**src/rtl/ssnf_pkg.sv**
```systemverilog
package ssnf_pkg;
  typedef enum logic [1:0] {
    VRD_SAFE   = 2'd0,
    VRD_REPLAY = 2'd1,
    VRD_WAIT   = 2'd2
  } verdict_e;
endpackage

```
**src/rtl/ssnf_hash.sv**
```systemverilog
// Folds the word address into a table index by XOR of IDX_W-bit chunks.
module ssnf_hash #(
  parameter int ADDR_W = 32,
  parameter int OFS_W  = 3,
  parameter int IDX_W  = 6
) (
  input  logic [ADDR_W-1:0] addr,
  output logic [IDX_W-1:0]  idx
);
  localparam int WORD_W = ADDR_W - OFS_W;
  localparam int NCH    = (WORD_W + IDX_W - 1) / IDX_W;

  logic [NCH*IDX_W-1:0] padded;
  logic [IDX_W-1:0]     fold [NCH+1];
  logic                 unused_ofs;

  assign unused_ofs = ^addr[OFS_W-1:0];

  always_comb begin
    padded = '0;
    padded[WORD_W-1:0] = addr[ADDR_W-1:OFS_W];
  end

  assign fold[0] = '0;
  for (genvar k = 0; k < NCH; k++) begin : g_fold
    assign fold[k+1] = fold[k] ^ padded[k*IDX_W +: IDX_W];
  end

  assign idx = fold[NCH];
endmodule

```
**src/rtl/ssnf_table.sv**
```systemverilog
// Direct-mapped SSN storage. Data array carries no reset (RAM-friendly);
// a per-slot valid vector provides the all-zero state after reset.
module ssnf_table #(
  parameter int IDX_W = 6,
  parameter int SSN_W = 16
) (
  input  logic             clk,
  input  logic             rst,
  input  logic             wr_en,
  input  logic [IDX_W-1:0] wr_idx,
  input  logic [SSN_W-1:0] wr_ssn,
  input  logic [IDX_W-1:0] rd_idx,
  output logic [SSN_W-1:0] rd_ssn
);
  localparam int DEPTH = 1 << IDX_W;

  logic [SSN_W-1:0] mem [DEPTH];
  logic [DEPTH-1:0] slot_ok;
  logic [SSN_W-1:0] raw_ssn;

  always_ff @(posedge clk) begin
    if (wr_en) mem[wr_idx] <= wr_ssn;
  end

  always_ff @(posedge clk) begin
    if (rst)        slot_ok <= '0;
    else if (wr_en) slot_ok[wr_idx] <= 1'b1;
  end

  assign raw_ssn = slot_ok[rd_idx] ? mem[rd_idx] : '0;

  // same-cycle store to the same slot is seen first
  always_comb begin
    if (wr_en && (wr_idx == rd_idx)) rd_ssn = wr_ssn;
    else                             rd_ssn = raw_ssn;
  end


  slot_write_chk: assert property (@(posedge clk) disable iff (rst)
    (wr_en && !rst) |=> slot_ok[$past(wr_idx)]);
endmodule

```
**src/rtl/ssnf_judge.sv**
```systemverilog
// Forms the registered verdict from slot SSN, completion mark and load request.
module ssnf_judge
  import ssnf_pkg::*;
#(
  parameter int SSN_W = 16
) (
  input  logic             clk,
  input  logic             rst,
  input  logic             ld_vld,
  input  logic             ld_fwd,
  input  logic [SSN_W-1:0] ld_bound,
  input  logic [SSN_W-1:0] ent_ssn,
  input  logic [SSN_W-1:0] done_ssn,
  output logic             vr_vld,
  output verdict_e         vr_code
);
  verdict_e nxt_code;

  always_comb begin
    if (ld_fwd && (ld_bound > done_ssn)) nxt_code = VRD_WAIT;
    else if (ent_ssn > ld_bound)         nxt_code = VRD_REPLAY;
    else                                 nxt_code = VRD_SAFE;
  end

  always_ff @(posedge clk) begin
    if (rst) begin
      vr_vld  <= 1'b0;
      vr_code <= VRD_SAFE;
    end else begin
      vr_vld <= ld_vld;
      if (ld_vld) vr_code <= nxt_code;
    end
  end


  wait_needs_fwd_chk: assert property (@(posedge clk) disable iff (rst)
    (vr_vld && vr_code == VRD_WAIT) |-> $past(ld_fwd));


  code_legal_chk: assert property (@(posedge clk) disable iff (rst)
    vr_code != 2'd3);
endmodule

```
**src/rtl/ssn_load_filter.sv**
```systemverilog
module ssn_load_filter
  import ssnf_pkg::*;
#(
  parameter int ADDR_W = 32,
  parameter int OFS_W  = 3,
  parameter int IDX_W  = 6,
  parameter int SSN_W  = 16
) (
  input  logic              clk,
  input  logic              rst,
  input  logic              st_vld,
  input  logic [ADDR_W-1:0] st_addr,
  input  logic [SSN_W-1:0]  st_ssn,
  input  logic              ld_vld,
  input  logic [ADDR_W-1:0] ld_addr,
  input  logic [SSN_W-1:0]  ld_bound,
  input  logic              ld_fwd,
  output logic              vr_vld,
  output logic [1:0]        vr_code
);
  logic [IDX_W-1:0] st_idx, ld_idx;
  logic [SSN_W-1:0] ent_ssn, done_q, done_eff;
  verdict_e         code_e;

  ssnf_hash #(.ADDR_W(ADDR_W), .OFS_W(OFS_W), .IDX_W(IDX_W)) u_hash_st (
    .addr(st_addr), .idx(st_idx));
  ssnf_hash #(.ADDR_W(ADDR_W), .OFS_W(OFS_W), .IDX_W(IDX_W)) u_hash_ld (
    .addr(ld_addr), .idx(ld_idx));

  ssnf_table #(.IDX_W(IDX_W), .SSN_W(SSN_W)) u_table (
    .clk(clk), .rst(rst),
    .wr_en(st_vld), .wr_idx(st_idx), .wr_ssn(st_ssn),
    .rd_idx(ld_idx), .rd_ssn(ent_ssn));

  // completion mark: SSN of the last store that reached the cache
  always_ff @(posedge clk) begin
    if (rst)         done_q <= '0;
    else if (st_vld) done_q <= st_ssn;
  end

  assign done_eff = st_vld ? st_ssn : done_q;

  ssnf_judge #(.SSN_W(SSN_W)) u_judge (
    .clk(clk), .rst(rst),
    .ld_vld(ld_vld), .ld_fwd(ld_fwd), .ld_bound(ld_bound),
    .ent_ssn(ent_ssn), .done_ssn(done_eff),
    .vr_vld(vr_vld), .vr_code(code_e));

  assign vr_code = code_e;


  quiet_after_reset_chk: assert property (@(posedge clk) disable iff (rst)
    $past(rst) |-> !vr_vld);


  verdict_latency_chk: assert property (@(posedge clk) disable iff (rst)
    !$past(rst) |-> (vr_vld == $past(ld_vld)));


  same_cycle_store_chk: assert property (@(posedge clk) disable iff (rst)
    (ld_vld && !ld_fwd && st_vld && st_idx == ld_idx && st_ssn > ld_bound)
      |=> (vr_code == 2'd1));
endmodule

```
**config.mk**
```make
export PLATFORM = sky130hd
export DESIGN_NAME = ssn_load_filter
export DESIGN_NICKNAME = d
export VERILOG_FILES = /design/src/rtl/ssnf_pkg.sv /design/src/rtl/ssnf_hash.sv /design/src/rtl/ssnf_table.sv /design/src/rtl/ssnf_judge.sv /design/src/rtl/ssn_load_filter.sv
export SDC_FILE = /design/constraint.sdc
export NUM_CORES = 1
export LEC_CHECK = 0
export BUFFER_PORTS_ARGS = -buffer_cell sky130_fd_sc_hd__buf_2
export CAP_MARGIN = 20
export CORE_ASPECT_RATIO = 1.2
export CORE_MARGIN = 4
export CORE_UTILIZATION = 30
export CTS_CLUSTER_DIAMETER = 50
export DETAILED_ROUTE_END_ITERATION = 16
export PLACE_DENSITY_LB_ADDON = 0.08
export SLEW_MARGIN = 15
export SYNTH_ARGS = -nofsm -noshare
export SYNTH_HDL_FRONTEND = slang
export SYNTH_SLANG_ARGS = --single-unit
```
**constraint.sdc**
```tcl
create_clock -name clk -period 13.7 [get_ports clk]
set_input_delay 2.055 -clock clk [delete_from_list [all_inputs] [get_ports clk]]
set_output_delay 2.055 -clock clk [all_outputs]
set_load 0.01 [all_outputs]
```
==> results of run 1 <==
[placed cells by master, fill, tap and decap left out, types with 22 or more instances in the layout]
master,instances
o22ai_1,67
buf_2,99
mux2i_1,24
dfxtp_1,83
xnor2_1,37
nor4_1,69
buf_4,118
a21oi_1,121
nand2_1,599
clkbuf_16,122
nand3_1,246
ha_1,32
edfxtp_1,1024
mux4_2,128
clkbuf_1,22
nor2_1,193
[worst min-delay path by stage]
| stage | cells after the start | endpoint |
|---|---|---|
| global route | 2 | u_table.slot_ok[56] |
| floorplan | 2 | u_table.slot_ok[16] |
| finish | 2 | u_table.slot_ok[18] |
| global placement | 2 | u_table.slot_ok[18] |
| CTS | 2 | u_table.slot_ok[23] |
| detailed placement | 2 | u_table.slot_ok[32] |
[routing by layer]
metal	GRT usage [%]	wire (µm)	vias to the layer above
met4	5.787	3759	6
met3	3.203	7776	174
met5	0	35	-
met1	22.71	57220	13520
li1	-	-	11670
met2	30.33	69210	685
[kinds of logic (layout without fill, tap and decap cells)]
| logic type | after synthesis | after routing | synth area share (%) |
|---|---|---|---|
| AO/OA/AOI/OAI | 253 | 253 | 3.367 |
| XOR/XNOR | 59 | 59 | 1.298 |
| adder cells (fa/ha/maj) | 32 | 32 | 0.9068 |
| buffers and inverters | 191 | 479 | 2.140 |
| flip-flops | 1107 | 1107 | 73.41 |
| multiplexers | 153 | 153 | 7.099 |
| other | 0 | 2 | 0 |
| AND/OR/NAND/NOR | 1210 | 1210 | 11.78 |
[critical path, cell delays in order]
cell	delay (ns)
buf_2	0.10
xnor2_1	0.12
xnor2_1	0.52
xor2_4	0.55
buf_4	0.66
nand2_2	0.10
buf_4	0.36
o22ai_1	0.50
nor4_1	0.25
nor4_1	0.90
o21ai_1	0.16
ha_1	0.33
a21oi_1	0.16
o22ai_1	0.10
o21a_1	0.17
o21a_1	0.16
o21ai_0	0.14
nand2b_1	0.07
a21oi_1	0.15
o221a_2	0.21
o41ai_1	0.06
[sequential cells by signal, indices dropped and copies added, names as in the netlist]
register         cells
done_q              16
u_judge.vr_code      2
u_judge.vr_vld       1
u_table.mem       1024
u_table.slot_ok     64
[where the power goes]
group / switching (mW) / internal (mW)
Clock: 1.37 / 1.94
Sequential: 0.0213 / 3.79
Combinational: 1.20 / 0.553
Total: 2.59 / 6.29
[area by class of cell]
cell class	count	area (µm²)	area share [%]
antenna	2	5.005	0.009678
clock buffer	154	3273	6.329
clock inverter	78	815.8	1.577
inverter	20	75.07	0.1452
multi-input combinational	1707	11120	21.50
sequential	1107	32410	62.67
tap	1937	2424	4.686
timing repair buffer	227	1592	3.077
[metrics by stage]
stage          instances  power, mW  utilization (%)  hold WS (ns)  setup WS, ns
3_5_place_dp        4997      5.665            32.68        0.4554         5.579
3_3_place_gp        4991      5.641            32.61        0.4488         5.475
2_1_floorplan       3005      4.927                -        0.4396         7.791
4_1_cts             5229      9.003            35.49        0.4717         6.376
6_report            5232      8.879            35.50        0.4691         6.334
5_1_grt             5230      9.258            35.50        0.4894         6.036
[synth_stat cells, types with 2 or more instances]
| library cell | instances | area share [%] |
|---|---|---|
| ha_1 | 32 | 0.91 |
| xor2_1 | 16 | 0.32 |
| and2_1 | 2 | 0.028 |
| edfxtp_1 | 1024 | 70 |
| a21oi_1 | 121 | 1.4 |
| o21ai_1 | 15 | 0.17 |
| buf_6 | 15 | 0.38 |
| a31oi_1 | 18 | 0.26 |
| buf_1 | 13 | 0.11 |
| o21a_1 | 7 | 0.12 |
| dfxtp_1 | 83 | 3.8 |
| nand2b_1 | 3 | 0.043 |
| nor2_1 | 215 | 1.8 |
| xnor2_2 | 2 | 0.074 |
| inv_1 | 20 | 0.17 |
| and3_1 | 21 | 0.30 |
| a311oi_1 | 8 | 0.16 |
| o21ai_0 | 2 | 0.023 |
| nand4_1 | 12 | 0.17 |
| nand3_1 | 246 | 2.8 |
| nor2b_1 | 5 | 0.071 |
| a21o_1 | 9 | 0.15 |
| xnor2_1 | 38 | 0.75 |
| nand2_1 | 603 | 5.1 |
| buf_4 | 11 | 0.19 |
| nor4_1 | 83 | 1.2 |
| nor3_1 | 16 | 0.18 |
| buf_2 | 59 | 0.67 |
| mux4_2 | 128 | 6.5 |
| mux2i_1 | 24 | 0.54 |
| clkbuf_1 | 73 | 0.62 |
| o22ai_1 | 67 | 0.95 |
==> flow_summary.toml, run 1 <==
[outcome]
outcome = "finished clean"

[synth]
async_flop_share_pct = 0
ys_seq_area_share_pct = 73.41
syn_inst = 3005
yosysUniqueCellTypes = 46
synthesis.area_um2 = 44150
ys.flop_type = "edfxtp_1"
synth-warning-count = 0
syn_nets = 3138
ys_ff_latch = 1107
synth-edff-count = 1024
avgSynthCellArea_um2 = 14.69

[placement]
dp.final_hpwl_um = 78800
gp_congestion = 0.7581
portBuffers = 97
place_area_um2 = 47610

[finish]
area_delta_synth_final_pct = 17.13
fin_area_um2 = 51720
fill_cells = 13870
drive_gt1_share_pct = 18.74
layout.nets = 3317

[clock_network]
ctsResizeCount = 0
h-tree-depth = 3
cts_buffers = 121
clk_pin_slew_ns = 0.05
clk_latency_ns = 0.73
hold_buffers = 0
cts_num_sinks = 1107
root_buffer = "clkbuf_16"
cts_setup_buffers = 0
cts_max_path_buffers = 3
cts_tree = "yes"

[route]
vias_per_cell = 4.981
drt-total-wl_um = 138000
vias = 26060
firstDrtPassIters = 7
drtIter0Drc = 2201
wl_per_cell_um = 26.38
drc = 0
antenna_left = 0

[floorplan]
dieArea_um2 = 153400
core_um2 = 145700
start_util_pct = 30.31
die_w_um = 358.2
fp.dieH_um = 428.3
ios = 104
num_rows = 153

[sta]
fin_crit_sh_pct = 53.77
fin_worst_skew_ns = 0.01305
worstMarginPinSlew_ns = 1.183
setup_tns_ns = 0
relSlewSlack_pct = 20.43
fmax_mhz = 135.8
setup_violations = 0
final-max-slew-violation-count = 0
rsz0062_at_grt = "false"
final_hold_viol_count = 0
fin_crit_ns = 7.366

[pwr]
peakVddDrop_uv = 101.0
p_per_area_nw_per_um2 = 171.7
p_leak_nw = 17.17

[setup_path]
startpoint = "ld_addr[22]"
rr_worst_depth = 15
worstPathRequired_ns = 14.26
endpoint = "u_judge.vr_code[0]"
critPathArrivalTime_ns = 7.93
rrSetupSlack_ns = 9.40
cp-start-kind = "input port"
path_class = "in -> reg"
rr_endpoint = "u_judge.vr_code[0]"
r2r-start = "u_table.mem[53][2]"
crit_path_end_kind = "flop"
cp_max_fo = 42

[min_path]
hp-class = "reg -> reg"
min-delay-start = "u_table.slot_ok[18]"

[job]
cap_violations = 0

[grt]
grt_util_all_layers_pct = 17.74
grt_max_degree = 139
grt_pass1_wl_um = 193400
overflow = 0
antenna_found_initial = 11
grt_pass1_vias = 26150
Note: power is estimated with default switching activity, not from simulation.
==> inputs of run 2 (changes only) <==
Clock period 13.7 ns to 7.6 ns, I/O delays scaled along.
==> run 2 against run 1 <==
Net effect: non-clock buffer count is 67 higher; core utilization grew 0.65 points; routed wire length is 1.4% higher; clock skew up 0.0033 ns; critical path depth up 3; register-to-register slack got worse by 5.8 ns; hold slack worse by 0.0014 ns; global-route usage rose by 0.37 points; first-iteration DRC count rose by 6.5%; critical path type unchanged.
==> flow_summary.toml, run 2 (synthesis gave the netlist of run 1 again) <==
[clock_network]
hold_buffers = 0
clk_pin_slew_ns = 0.05
root_buffer = "clkbuf_16"
ctsResizeCount = 0
cts_num_sinks = 1107
h-tree-depth = 4
cts_buffers = 133
cts_max_path_buffers = 3
cts_tree = "yes"
cts_setup_buffers = 0
clk_latency_ns = 0.76

[floorplan]
fp.dieH_um = 428.3
num_rows = 153
core_um2 = 145700
die_w_um = 358.2
start_util_pct = 30.31
dieArea_um2 = 153400
ios = 104

[setup_path]
rrSetupSlack_ns = 3.56
path_class = "in -> reg"
rr_endpoint = "u_judge.vr_code[0]"
crit_path_end_kind = "flop"
rr_worst_depth = 18
slowest_delay_ns = 0.75
critPathArrivalTime_ns = 6.44
r2r-start = "u_table.slot_ok[32]"
cp-start-kind = "input port"
cp_max_fo = 21
slowest_stage = "nor4_1"
endpoint = "u_judge.vr_code[0]"
worstPathRequired_ns = 8.19
path_cells = "buf_2 > xnor3_2 > xnor2_4 > buf_12 > buf_12 > buf_4 > nand2_1 > nand3_1 > a21oi_1 > nor4_1 > buf_4 > nor4_1 > buf_4 > o21ai_1 > ha_1 > a21oi_1 > o22ai_1 > o21a_1 > o21a_1 > o21ai_0 > nand2b_1 > a21oi_1 > o221a_2 > o41ai_1"
startpoint = "ld_addr[9]"

[pwr]
peakVddDrop_uv = 212.8
internal_power_mw = 11.85
power_frac_seq_pct = 41.3
p_leak_nw = 17.73
netSwitchingFraction_pct = 28.72
power_frac_comb_pct = 20.0
power_switching_mw = 4.776
pwr-share-clk_pct = 38.6
p_per_area_nw_per_um2 = 315.8

[finish]
top_register = "u_table.mem"
layout_common_cells = "edfxtp_1 (1,024), nand2_1 (599), nand3_1 (246)"
layout.cells.non_filler = 5314
largest_reg_flops = 1024
drive_gt1_share_pct = 20.38
layout.nets = 3396
area_delta_synth_final_pct = 19.26
final_common_cell = "edfxtp_1"
fin_area_um2 = 52660
top_regs = "u_table.mem (1024), u_table.slot_ok (64), done_q (16)"
final_util_pct = 36.14

[sta]
fin_crit_ns = 5.851
fin_worst_skew_ns = 0.01636
final-max-slew-violation-count = 0
fin_crit_sh_pct = 76.99
fmax_mhz = 170.9
final_hold_viol_count = 0
setup_violations = 0
setup_tns_ns = 0
rsz0062_at_grt = "false"
relSlewSlack_pct = 22.92
worstMarginPinSlew_ns = 1.148
holdWs_ns = 0.4677

[route]
drc = 0
drt-total-wl_um = 139900
vias = 26430
firstDrtPassIters = 6
drtIter0Drc = 2345
vias_per_cell = 4.973
wl_per_cell_um = 26.33
antenna_left = 0

[grt]
grt_max_degree = 111
antenna_found_initial = 11
grt_util_all_layers_pct = 18.11
grt_pass1_wl_um = 198000
overflow = 0
grt_pass1_vias = 26690

[placement]
gp_congestion = 0.7879
dp.cells = 5065
dp.final_hpwl_um = 85810
place_area_um2 = 48190
portBuffers = 97

[job]
cap_violations = 0

[outcome]
outcome = "finished clean"

[min_path]
hp-class = "reg -> reg"
==> run 2: worst min-delay path by stage <==
stage | cells past startpoint | startpoint | end
5_1_grt | 2 | u_table.slot_ok[39] | u_table.slot_ok[39]
3_5_place_dp | 2 | u_table.slot_ok[0] | u_table.slot_ok[0]
3_3_place_gp | 2 | u_table.slot_ok[4] | u_table.slot_ok[4]
2_1_floorplan | 2 | u_table.slot_ok[16] | u_table.slot_ok[16]
6_report | 2 | u_table.slot_ok[54] | u_table.slot_ok[54]
4_1_cts | 2 | u_table.slot_ok[27] | u_table.slot_ok[27]
==> run 2: layout make-up <==
cell class | count | area (µm²)
clock inverters | 84 | 932.1
inverters | 20 | 75.07
diodes | 6 | 15.01
flip-flops and latches | 1107 | 32410
well taps | 1937 | 2424
multi-input cells | 1707 | 11050
repair buffers | 294 | 2237
clock buffers | 159 | 3511
fillers | 13820 | 93030
==> run 2: per-layer routing <==
layer	global-route usage, %	up-vias	share of wire [%]
li1	-	11830	-
met5	0	-	0.0093
met2	30.82	723	50
met3	3.177	176	5.4
met4	4.806	2	2.1
met1	23.83	13700	43
==> run 2: power by group through the flow <==
stage	logic, mW	clock network (mW)	registers (mW)
after floorplan	1.89	0	6.99
after global placement	3.37	0	6.99
after detailed placement	3.39	0	7.00
after CTS	3.40	6.59	6.87
after global routing	3.60	6.84	6.88
final	3.33	6.42	6.87
==> run 2: through the flow <==
step | setup WS (ns) | total power [mW]
2_1_floorplan | 2.606 | 8.881
3_3_place_gp | 0.8805 | 10.36
3_5_place_dp | 0.9408 | 10.40
4_1_cts | 1.754 | 16.87
5_1_grt | 1.422 | 17.32
6_report | 1.749 | 16.63
==> run 2: worst max-delay path: cells and delay by family <==
kind            cells  cell delay [ns]
xor+xnor            2             1.20
buf+inv             6             1.28
simple gates        5             1.03
fa+ha+maj           1             0.28
compound gates     10             1.48
